## src/rtl/spi_regif_pkg.sv

```systemverilog
package spi_regif_pkg;

    localparam int WORD_W = 32;
    localparam int ADDR_W = 16;
    localparam int LEN_W  = 8;
    localparam int OPC_W  = 8;
    localparam int ADDR_STEP = WORD_W / 8;

    localparam logic [OPC_W-1:0] OPC_READ  = 8'h41;
    localparam logic [OPC_W-1:0] OPC_WRITE = 8'h61;

    // Header word as it arrives, most significant field first.
    typedef struct packed {
        logic [OPC_W-1:0]  opc;
        logic [ADDR_W-1:0] addr;
        logic [LEN_W-1:0]  len;
    } hdr_t;

    typedef enum logic [1:0] {
        ACC_NONE,
        ACC_READ,
        ACC_WRITE
    } acc_t;

    typedef struct packed {
        logic [6:0] rsvd;
        logic       err;
    } status_t;

    function automatic acc_t decode_acc(input logic [OPC_W-1:0] opc);
        if (opc == OPC_READ)  return ACC_READ;
        if (opc == OPC_WRITE) return ACC_WRITE;
        return ACC_NONE;
    endfunction

    function automatic logic [WORD_W-1:0] status_word(input logic err);
        status_t st;
        st.rsvd = '0;
        st.err  = err;
        return {st, {(WORD_W-8){1'b0}}};
    endfunction

endpackage

```

## src/rtl/spi_sync_edge.sv

```systemverilog
module spi_sync_edge #(
    parameter int STAGES = 2
) (
    input  logic clk,
    input  logic rst,
    input  logic sclk,
    input  logic cs_n,
    input  logic mosi,
    output logic sclk_rise,
    output logic sclk_fall,
    output logic frame_start,
    output logic frame_end,
    output logic cs_active,
    output logic mosi_bit
);
    localparam int NSIG = 3;
    localparam logic [NSIG-1:0] IDLE_PINS = 3'b100;

    logic [NSIG-1:0] pins;
    logic [STAGES-1:0][NSIG-1:0] chain;
    logic [NSIG-1:0] last;
    logic [1:0] prev;

    assign pins = {cs_n, sclk, mosi};
    assign last = chain[STAGES-1];

    generate
        if (STAGES == 1) begin : g_single
            always_ff @(posedge clk) begin
                if (rst) chain <= IDLE_PINS;
                else     chain <= pins;
            end
        end else begin : g_multi
            always_ff @(posedge clk) begin
                if (rst) chain <= {STAGES{IDLE_PINS}};
                else     chain <= {chain[STAGES-2:0], pins};
            end
        end
    endgenerate

    always_ff @(posedge clk) begin
        if (rst) prev <= IDLE_PINS[2:1];
        else     prev <= last[2:1];
    end

    assign cs_active   = ~last[2];
    assign sclk_rise   = last[1] & ~prev[0] & cs_active;
    assign sclk_fall   = ~last[1] & prev[0] & cs_active;
    assign frame_start = ~last[2] & prev[1];
    assign frame_end   = last[2] & ~prev[1];
    assign mosi_bit    = last[0];

endmodule

```

## src/rtl/spi_shifter.sv

```systemverilog
module spi_shifter
    import spi_regif_pkg::*;
(
    input  logic              clk,
    input  logic              rst,
    input  logic              frame_start,
    input  logic              sclk_rise,
    input  logic              sclk_fall,
    input  logic              mosi_bit,
    input  logic [WORD_W-1:0] start_word,
    input  logic [WORD_W-1:0] load_word,
    output logic              word_done,
    output logic [WORD_W-1:0] rx_word,
    output logic              aligned,
    output logic              miso
);
    localparam int CNT_W = $clog2(WORD_W);
    localparam logic [CNT_W-1:0] LAST_BIT = CNT_W'(WORD_W - 1);

    logic [CNT_W-1:0]  bit_cnt;
    logic [WORD_W-1:0] rx_sh;
    logic [WORD_W-1:0] tx_sh;
    logic              load_pend;

    always_ff @(posedge clk) begin
        if (rst) begin
            bit_cnt   <= '0;
            rx_sh     <= '0;
            tx_sh     <= '0;
            load_pend <= 1'b0;
            word_done <= 1'b0;
            rx_word   <= '0;
        end else begin
            word_done <= 1'b0;
            if (frame_start) begin
                bit_cnt   <= '0;
                load_pend <= 1'b0;
                tx_sh     <= start_word;
            end else begin
                if (sclk_rise) begin
                    rx_sh   <= {rx_sh[WORD_W-2:0], mosi_bit};
                    bit_cnt <= bit_cnt + 1'b1;
                    if (bit_cnt == LAST_BIT) begin
                        word_done <= 1'b1;
                        rx_word   <= {rx_sh[WORD_W-2:0], mosi_bit};
                        load_pend <= 1'b1;
                    end
                end
                if (sclk_fall) begin
                    if (load_pend) begin
                        tx_sh     <= load_word;
                        load_pend <= 1'b0;
                    end else begin
                        tx_sh <= {tx_sh[WORD_W-2:0], 1'b0};
                    end
                end
            end
        end
    end

    assign aligned = (bit_cnt == '0);
    assign miso    = tx_sh[WORD_W-1];

endmodule

```

## src/rtl/spi_frame_ctrl.sv

```systemverilog
module spi_frame_ctrl
    import spi_regif_pkg::*;
#(
    parameter int BUF_WORDS = 8
) (
    input  logic              clk,
    input  logic              rst,
    input  logic              frame_start,
    input  logic              frame_end,
    input  logic              word_done,
    input  logic [WORD_W-1:0] rx_word,
    input  logic              aligned,
    input  logic [WORD_W-1:0] reg_rd_data,
    output logic              rd_en,
    output logic [ADDR_W-1:0] rd_addr,
    output logic [WORD_W-1:0] tx_next,
    output logic              push_en,
    output logic [$clog2(BUF_WORDS)-1:0] push_idx,
    output logic [WORD_W-1:0] push_data,
    output logic              commit_go,
    output logic [ADDR_W-1:0] commit_base,
    output logic [LEN_W-1:0]  commit_cnt,
    output logic              err_flag
);
    localparam int IDX_W = $clog2(BUF_WORDS);
    localparam int CNT_W = LEN_W + 1;
    localparam logic [CNT_W-1:0] CNT_MAX = '1;
    localparam logic [CNT_W-1:0] BUF_LIM = CNT_W'(BUF_WORDS);

    hdr_t             hdr;
    hdr_t             hdr_in;
    acc_t             acc;
    acc_t             acc_in;
    logic             hdr_seen;
    logic [CNT_W-1:0] n_data;
    logic [CNT_W-1:0] len_ext;
    logic             frame_bad;

    assign hdr_in  = hdr_t'(rx_word);
    assign acc_in  = decode_acc(hdr_in.opc);
    assign len_ext = {1'b0, hdr.len};

    always_comb begin
        frame_bad = 1'b0;
        if (!hdr_seen)                                frame_bad = 1'b1;
        if (!aligned)                                 frame_bad = 1'b1;
        if (acc == ACC_NONE)                          frame_bad = 1'b1;
        if (hdr.len == '0)                            frame_bad = 1'b1;
        if (acc == ACC_WRITE && len_ext > BUF_LIM)    frame_bad = 1'b1;
        if (n_data != len_ext)                        frame_bad = 1'b1;
    end

    always_ff @(posedge clk) begin
        if (rst) begin
            hdr         <= '0;
            acc         <= ACC_NONE;
            hdr_seen    <= 1'b0;
            n_data      <= '0;
            rd_en       <= 1'b0;
            rd_addr     <= '0;
            tx_next     <= '0;
            push_en     <= 1'b0;
            push_idx    <= '0;
            push_data   <= '0;
            commit_go   <= 1'b0;
            commit_base <= '0;
            commit_cnt  <= '0;
            err_flag    <= 1'b0;
        end else begin
            rd_en     <= 1'b0;
            push_en   <= 1'b0;
            commit_go <= 1'b0;
            if (frame_start) begin
                hdr_seen <= 1'b0;
                acc      <= ACC_NONE;
                n_data   <= '0;
                tx_next  <= '0;
            end else if (word_done) begin
                tx_next <= '0;
                if (!hdr_seen) begin
                    hdr      <= hdr_in;
                    acc      <= acc_in;
                    hdr_seen <= 1'b1;
                    if (acc_in == ACC_READ && hdr_in.len != '0) begin
                        rd_en   <= 1'b1;
                        rd_addr <= hdr_in.addr;
                    end
                end else begin
                    if (n_data != CNT_MAX) n_data <= n_data + 1'b1;
                    if (acc == ACC_WRITE && n_data < BUF_LIM) begin
                        push_en   <= 1'b1;
                        push_idx  <= n_data[IDX_W-1:0];
                        push_data <= rx_word;
                    end
                    if (acc == ACC_READ && (n_data + 1'b1) < len_ext) begin
                        rd_en   <= 1'b1;
                        rd_addr <= rd_addr + ADDR_W'(ADDR_STEP);
                    end
                end
            end else if (frame_end) begin
                err_flag <= frame_bad;
                if (!frame_bad && acc == ACC_WRITE) begin
                    commit_go   <= 1'b1;
                    commit_base <= hdr.addr;
                    commit_cnt  <= hdr.len;
                end
            end
            // Read data is taken in the cycle the strobe is high.
            if (rd_en) tx_next <= reg_rd_data;
        end
    end

endmodule

```

## src/rtl/spi_wr_stage.sv

```systemverilog
module spi_wr_stage
    import spi_regif_pkg::*;
#(
    parameter int BUF_WORDS = 8
) (
    input  logic              clk,
    input  logic              rst,
    input  logic              push_en,
    input  logic [$clog2(BUF_WORDS)-1:0] push_idx,
    input  logic [WORD_W-1:0] push_data,
    input  logic              commit_go,
    input  logic [ADDR_W-1:0] commit_base,
    input  logic [LEN_W-1:0]  commit_cnt,
    output logic              wr_en,
    output logic [ADDR_W-1:0] wr_addr,
    output logic [WORD_W-1:0] wr_data
);
    localparam int IDX_W = $clog2(BUF_WORDS);

    logic [WORD_W-1:0] stage_q [BUF_WORDS];
    logic [IDX_W-1:0]  idx;
    logic [IDX_W-1:0]  last_idx;
    logic [ADDR_W-1:0] base;
    logic              busy;

    always_ff @(posedge clk) begin
        for (int i = 0; i < BUF_WORDS; i++) begin
            if (push_en && push_idx == IDX_W'(i)) stage_q[i] <= push_data;
        end
    end

    always_ff @(posedge clk) begin
        if (rst) begin
            busy     <= 1'b0;
            idx      <= '0;
            last_idx <= '0;
            base     <= '0;
        end else if (commit_go) begin
            busy     <= 1'b1;
            idx      <= '0;
            last_idx <= IDX_W'(commit_cnt - 1'b1);
            base     <= commit_base;
        end else if (busy) begin
            if (idx == last_idx) busy <= 1'b0;
            else                 idx  <= idx + 1'b1;
        end
    end

    assign wr_en   = busy;
    assign wr_addr = base + (ADDR_W'(idx) << $clog2(ADDR_STEP));
    assign wr_data = stage_q[idx];

endmodule

```

## src/rtl/spi_regif.sv

```systemverilog
module spi_regif
    import spi_regif_pkg::*;
#(
    parameter int BUF_WORDS   = 8,
    parameter int SYNC_STAGES = 2
) (
    input  logic        clk,
    input  logic        rst,
    input  logic        spi_sclk,
    input  logic        spi_cs_n,
    input  logic        spi_mosi,
    output logic        spi_miso,
    output logic [15:0] reg_addr,
    output logic        reg_wr_en,
    output logic [31:0] reg_wr_data,
    output logic        reg_rd_en,
    input  logic [31:0] reg_rd_data,
    output logic        spi_err
);
    localparam int IDX_W = $clog2(BUF_WORDS);

    logic              sclk_rise;
    logic              sclk_fall;
    logic              frame_start;
    logic              frame_end;
    logic              cs_active;
    logic              mosi_bit;
    logic              word_done;
    logic [WORD_W-1:0] rx_word;
    logic              aligned;
    logic [WORD_W-1:0] tx_next;
    logic [WORD_W-1:0] hdr_reply;
    logic [ADDR_W-1:0] rd_addr;
    logic              push_en;
    logic [IDX_W-1:0]  push_idx;
    logic [WORD_W-1:0] push_data;
    logic              commit_go;
    logic [ADDR_W-1:0] commit_base;
    logic [LEN_W-1:0]  commit_cnt;
    logic [ADDR_W-1:0] wr_addr;

    spi_sync_edge #(.STAGES(SYNC_STAGES)) u_sync (
        .clk(clk), .rst(rst),
        .sclk(spi_sclk), .cs_n(spi_cs_n), .mosi(spi_mosi),
        .sclk_rise(sclk_rise), .sclk_fall(sclk_fall),
        .frame_start(frame_start), .frame_end(frame_end),
        .cs_active(cs_active), .mosi_bit(mosi_bit)
    );

    assign hdr_reply = status_word(spi_err);

    spi_shifter u_shift (
        .clk(clk), .rst(rst),
        .frame_start(frame_start), .sclk_rise(sclk_rise), .sclk_fall(sclk_fall),
        .mosi_bit(mosi_bit), .start_word(hdr_reply), .load_word(tx_next),
        .word_done(word_done), .rx_word(rx_word), .aligned(aligned),
        .miso(spi_miso)
    );

    spi_frame_ctrl #(.BUF_WORDS(BUF_WORDS)) u_ctrl (
        .clk(clk), .rst(rst),
        .frame_start(frame_start), .frame_end(frame_end),
        .word_done(word_done), .rx_word(rx_word), .aligned(aligned),
        .reg_rd_data(reg_rd_data),
        .rd_en(reg_rd_en), .rd_addr(rd_addr), .tx_next(tx_next),
        .push_en(push_en), .push_idx(push_idx), .push_data(push_data),
        .commit_go(commit_go), .commit_base(commit_base), .commit_cnt(commit_cnt),
        .err_flag(spi_err)
    );

    spi_wr_stage #(.BUF_WORDS(BUF_WORDS)) u_stage (
        .clk(clk), .rst(rst),
        .push_en(push_en), .push_idx(push_idx), .push_data(push_data),
        .commit_go(commit_go), .commit_base(commit_base), .commit_cnt(commit_cnt),
        .wr_en(reg_wr_en), .wr_addr(wr_addr), .wr_data(reg_wr_data)
    );

    // Reads happen only inside a frame, commits only between frames.
    assign reg_addr = reg_wr_en ? wr_addr : rd_addr;

endmodule

```

## config.mk

```make
export PLATFORM = sky130hd
export DESIGN_NAME = spi_regif
export DESIGN_NICKNAME = d
export VERILOG_FILES = /design/src/rtl/spi_regif_pkg.sv /design/src/rtl/spi_sync_edge.sv /design/src/rtl/spi_shifter.sv /design/src/rtl/spi_frame_ctrl.sv /design/src/rtl/spi_wr_stage.sv /design/src/rtl/spi_regif.sv
export SDC_FILE = /design/constraint.sdc
export NUM_CORES = 1
export LEC_CHECK = 0
export ABC_AREA = 1
export BUFFER_PORTS_ARGS = -buffer_cell sky130_fd_sc_hd__buf_2
export CAP_MARGIN = 20
export CORE_MARGIN = 5
export CORE_UTILIZATION = 45
export DETAILED_ROUTE_END_ITERATION = 16
export GPL_TIMING_DRIVEN = 1
export MAX_ROUTING_LAYER = met4
export PLACE_DENSITY = 0.67
export SYNTH_ARGS = -nofsm -noshare
export SYNTH_HDL_FRONTEND = slang
export SYNTH_SLANG_ARGS = --single-unit
```

## constraint.sdc

```tcl
create_clock -name clk -period 3.3 [get_ports clk]
set_input_delay 0.66 -clock clk [delete_from_list [all_inputs] [get_ports clk]]
set_output_delay 0.66 -clock clk [all_outputs]
set_load 0.01 [all_outputs]
```

# ---- Word-level counts from Yosys, hierarchy flattened
# Memory sizes are Yosys's and may differ from the RTL's. A register that Yosys moved wholly into a read port is not among the register bits.
# Cells that the tools add are included.
dict set report totals {
  reg_bits 275
  ramBits 256
  inputBits 37
  out_inout_bits 52
  word_cells 192
  n_memories 1
}
# memory depth width rd rd_ports_with_merged_regs wr line
set memory_table {}
lappend memory_table {u_stage.stage_q 8 32 1 1 1 spi_wr_stage.sv:20} ;# logic [WORD_W-1:0] stage_q [BUF_WORDS];
dict set report op_classes {
  add_sub_neg 6
  order_cmp 3
  n_eq_ne 17
  mux 75
  bitwise 16
  reduce_logical 45
}
# op count
set op_table {}
lappend op_table {{2-to-1 mux 32 bit} 11}
lappend op_table {{OR reduction 32 bit} 7}
lappend op_table {{2-to-1 mux 16 bit} 4}
lappend op_table {{2-to-1 mux 25 bit} 2}
lappend op_table {{2-to-1 mux 1 bit} 45}
lappend op_table {{2-to-1 mux 3 bit} 9}
lappend op_table {{adder 16 x 3 -> 16 bit, second input constant} 1}
lappend op_table {{adder 16 x 5 -> 16 bit} 1}
lappend op_table {{equality test 8 x 7 -> 1 bit, second input constant} 2}
lappend op_table {{logical AND 1 bit} 13}
lappend op_table {{equality test 3 bit, second input constant} 4}
lappend op_table {{AND reduction 3 bit} 4}
lappend op_table {{AND reduction 4 bit} 3}
lappend op_table {{NOT 1 bit} 10}
lappend op_table {{adder 9 x 1 -> 9 bit, second input constant} 1}
lappend op_table {{less-than comparator 9 x 4 -> 1 bit, second input constant} 1}
lappend op_table {{less-than comparator 9 x 8 -> 1 bit} 1}
lappend op_table {{!= test 9 x 8 -> 1 bit} 1}
lappend op_table {{!= test 9 bit, second input constant} 1}
lappend op_table {{> comparator 8 x 4 -> 1 bit, second input constant} 1}
lappend op_table {{logical NOT 8 bit} 1}
lappend op_table {{2-to-1 mux 2 bit} 4}
lappend op_table {{nonzero test 8 bit} 1}
lappend op_table {{OR reduction 4 bit} 2}
lappend op_table {{20 further kinds} 32}

# ---- Logic depth before layout (Yosys ltp)
dict set report logic_depth {
  word_depth 12
  depth_mapped 20
  ltp_nobuf 19
}

# ---- Hierarchy
# Synthesis repeated with hierarchy kept, for this count alone.
dict set report hier_totals {
  cells_unflattened 2664
  hier_area_um2 22887.0
}
# module instances cells_each area_per_inst_um2 seq_area_each_um2
set by_module_without_submodules {}
lappend by_module_without_submodules {spi_wr_stage 1 988 11415.9 8207.9}
lappend by_module_without_submodules {spi_frame_ctrl 1 906 6391.1 2942.8}
lappend by_module_without_submodules {spi_shifter 1 687 4581.9 2042.0}
lappend by_module_without_submodules {spi_sync_edge 1 30 250.2 160.2}
lappend by_module_without_submodules {spi_regif 1 53 247.7 0.0}

# ---- Least setup slack after synthesis
# No wires, ideal clock.
dict set report synth_timing {
  path_type {register to output}
  start {reg u_stage.idx[0]}
  end {out reg_addr[12]}
  arrival_time_ns 1.938
  required_ns 2.640
  path_slack_ns 0.702
  stages_incl_launch_ff 14
  path_buffers 0
  path_cell_list {dfxtp_1 > ha_1 > inv_1 > fa_1 > inv_1 > nand2_1 > nand2_1 > nand3_1 > nor2_1 > nand3_1 > nor2_1 > nor2_1 > o21ai_0 > o21ai_0}
}
dict set report synth_between {
  elab_chain_len 2
}
# item line
set synth_rtl {}
lappend synth_rtl {{start, declared} spi_wr_stage.sv:21} ;# logic [IDX_W-1:0] idx;
lappend synth_rtl {{start signal, assigned} spi_wr_stage.sv:45} ;# else idx <= idx + 1'b1;
lappend synth_rtl {{adder 16 x 5 -> 16 bit} spi_wr_stage.sv:50} ;# assign wr_addr = base + (ADDR_W'(idx) << $clog2(ADDR_STEP));
lappend synth_rtl {{2-to-1 mux 16 bit} spi_regif.sv:79} ;# assign reg_addr = reg_wr_en ? wr_addr : rd_addr;
lappend synth_rtl {{end, declared} spi_regif.sv:13} ;# output logic [15:0] reg_addr,
# Every way passes these cells.

# ---- Final worst setup path
dict set report layout_timing {
  start {reg u_stage.idx[1]}
  end {out reg_addr[10]}
}
# Same word-level chain as after synthesis.

==> out/results.ini <==
[placed_design]
hpwlAfterDp_um=30670
placed_cell_area_sq_um=22420
portBuffers=88
placedCellCount=2889
gp_congestion=0.8805

[critical_path]
r2r_cells=14
cp-start-kind=register
cp-end-kind=output pin
reg2reg_slack_ps=330
crit-reg2reg-launch=u_ctrl.n_data[0]$_SDFFE_PP0P_
worstPathArrival_ps=2520
crit_type=register to output pin
r2r-end=u_ctrl.rd_addr[13]$_SDFFE_PP0P_
critPathMaxFanout=4
worstPathRequired_ps=2640

[clock_network]
clk_latency_ps=620
numCtsBuffers=54
hold_buffers=0
clk_pin_slew_ps=60
cts_tree=built
clock_path_buffers=3
cts_root_buf=clkbuf_16
cts_sinks=534
htree_levels=2

[timing]
tightestPinTransition_ps=1007
period_needed_ps=3177
clock_skew_ps=44.74
maxSlewViolCount=0
setup_viol=0
rsz0062_at_grt=yes
fmax_mhz=314.8
relSlewSlack=0.3280
hold_viol_final=0
fin_crit_sh=0.9627

[status]
status=completed

[layout]
syn_to_final_growth_pct=14.12
n_antenna_cell=0
fin_cells=2992
drive_gt1_frac=0.1182
layout.nets=2391
multi_input_area_sq_um=7186
final_area_sq_um=24430
num-fill-cells=4247
regArea_sq_um=13260

[min_path]
hold_end=u_sync.chain[2]$_SDFF_PP1_
hp-class=input pin to register
hp-start=spi_cs_n
min_path_cells=2

[synth]
synth.distinct_cells=47
yosys.area.top_type=edfxtp_1
synth-edff-count=256
synth_cells=2289
synth_fp_nets=2346
synth_commonest_cells=nor2_1, o21ai_0, nand2_1
synth_area_per_cell_sq_um=9.352
synth_area_leaders=edfxtp_1, dfxtp_1, nor2_1
synthFlopType=dfxtp_1
synth.most_common_cell=nor2_1
ys_warn_count=0
ys_ff_latch=534
syn_area_sq_um=21410
async_flop_share=0
ys_seq_area_frac=0.6191
synth_top_area_frac=0.3591

[floorplan]
die_w_um=228.1
start_util=0.4512
die_area_sq_um=52030
pin_count=89
coreArea_sq_um=47450
std_cell_rows=80
chipHeight_um=228.1

[global_routing]
grt_pass1_vias=15529
grt-ovfl-total=0
track_usage=0.1962
grt_pass1_wl_um=82150
antenna_found_initial=0
grt_max_degree=97

[routing]
vias_per_cell=5.352
via_count=16014
finalWirelength_um=51020
drt_iter0_drc=1131
firstDrtPassIters=5
drc=0
ant_nets=0
post_drt_wl_per_cell_um=17.05

[run]
maxCapViolCount=0

[power_and_ir_drop]
ir_worst_vdd_uv=407.9
power_density_nw_per_um2=547.1
power.leakage_nw=8.685

-- how the worst max path moves through the flow --
| stage | slack, ps | end | startpoint | cells after the start |
|---|---|---|---|---|
| after floorplan | 700 | reg_addr[12] | u_stage.idx[0]$_SDFFE_PP0P_ | 13 |
| after global placement | 280 | reg_addr[12] | u_stage.idx[0]$_SDFFE_PP0P_ | 14 |
| after detailed placement | 230 | u_ctrl.rd_addr[13]$_SDFFE_PP0P_ | u_ctrl.n_data[0]$_SDFFE_PP0P_ | 14 |
| after CTS | 6 | reg_addr[10] | u_stage.base[2]$_SDFFE_PP0P_ | 14 |
| after global routing | -20 | reg_addr[10] | u_stage.idx[0]$_SDFFE_PP0P_ | 14 |
| final | 120 | reg_addr[10] | u_stage.idx[1]$_SDFFE_PP0P_ | 13 |
-- final cells by class --
type                            count  share of cell area
Sequential cell                   534              0.5429
Multi-Input combinational cell   1476              0.2942
Clock buffer                       67             0.05941
Timing Repair Buffer              129             0.03283
Tap cell                          615             0.03150
Inverter                          139             0.02167
Clock inverter                     32             0.01752
-- report_power, final --
group / total [mW] / internal [mW] / switching (mW)
sequential: 6.89 / 6.88 / 0.00608
clock: 6.35 / 3.77 / 2.58
combinational: 0.130 / 0.0396 / 0.0902
-- metal layers --
layer / GRT usage / part of all wire / vias to the layer above
li1: - / - / 7894
met1: 0.2574 / 0.45 / 7627
met2: 0.3214 / 0.48 / 412
met3: 0.03333 / 0.055 / 81
met4: 0.04802 / 0.020 / 0
met5: - / 0 / -
-- worst max-delay path: stages (launching register included) --
cell and delay (ps):
dfxtp_1 430, inv_1 110, fa_2 340, inv_2 80, nand2_4 50, nand2_4 70
nand3_4 80, nor2_4 140, buf_6 130, inv_4 30, o21ai_2 130, nand3_1 90
o21ai_1 80, buf_2 150
-- flip-flops by register name (all words and copies together) (netlist names), 24 cells and up, named ones only --
name              flops
u_shift.rx_sh        31
u_ctrl.push_data     32
u_stage.stage_q     256
u_ctrl.hdr           24
u_ctrl.tx_next       32
u_shift.rx_word      32
u_shift.tx_sh        32
-- stage by stage --
step,hold slack [ps],TNS (ps),util,total power [mW],worst slack (ps)
floorplan,388.3,0,-,7.111,702.1
global placement,392.7,0,0.4725,7.162,280.9
detailed placement,409.5,0,0.4725,7.163,232.1
CTS,213.7,0,0.5133,13.49,6.141
global route,223.6,-37.81,0.5149,13.81,-15.58
finish,247.7,0,0.5149,13.36,123.2
-- kinds of logic (layout without fill, tap and decap cells) --
kind of cell | Yosys count | count (layout) | synth area share
compound gates | 563 | 563 | 0.1388
xor+xnor | 16 | 16 | 0.006546
fa+ha+maj | 20 | 20 | 0.01204
buf+inv | 279 | 367 | 0.05272
flops | 534 | 534 | 0.6191
mux | 3 | 3 | 0.001403
simple gates | 874 | 874 | 0.1694
-- what timing repair did --
action | 4_1_cts | 5_1_grt
gates resized for setup | 14 | 20
setup buffers | 3 | 1
pin swaps | 2 | 6
setup endpoints to repair | 4 | 9
-- cells in the final DEF (no fill, tap or decap), drive strengths merged, types with 2 or more instances in the layout --
cell,n
a211oi,4
a21oi,137
a31oi,62
buf,129
bufinv,8
clkbuf,67
clkinv,23
clkinvlp,3
dfxtp,278
edfxtp,256
ha,19
inv,137
mux2i,3
nand2,291
nand3,66
nand4,41
nor2,448
nor3,17
nor4,2
o211ai,2
o21ai,321
o22ai,34
or2,6
xnor2,5
xor2,11
(Power assumes the default switching activity.)
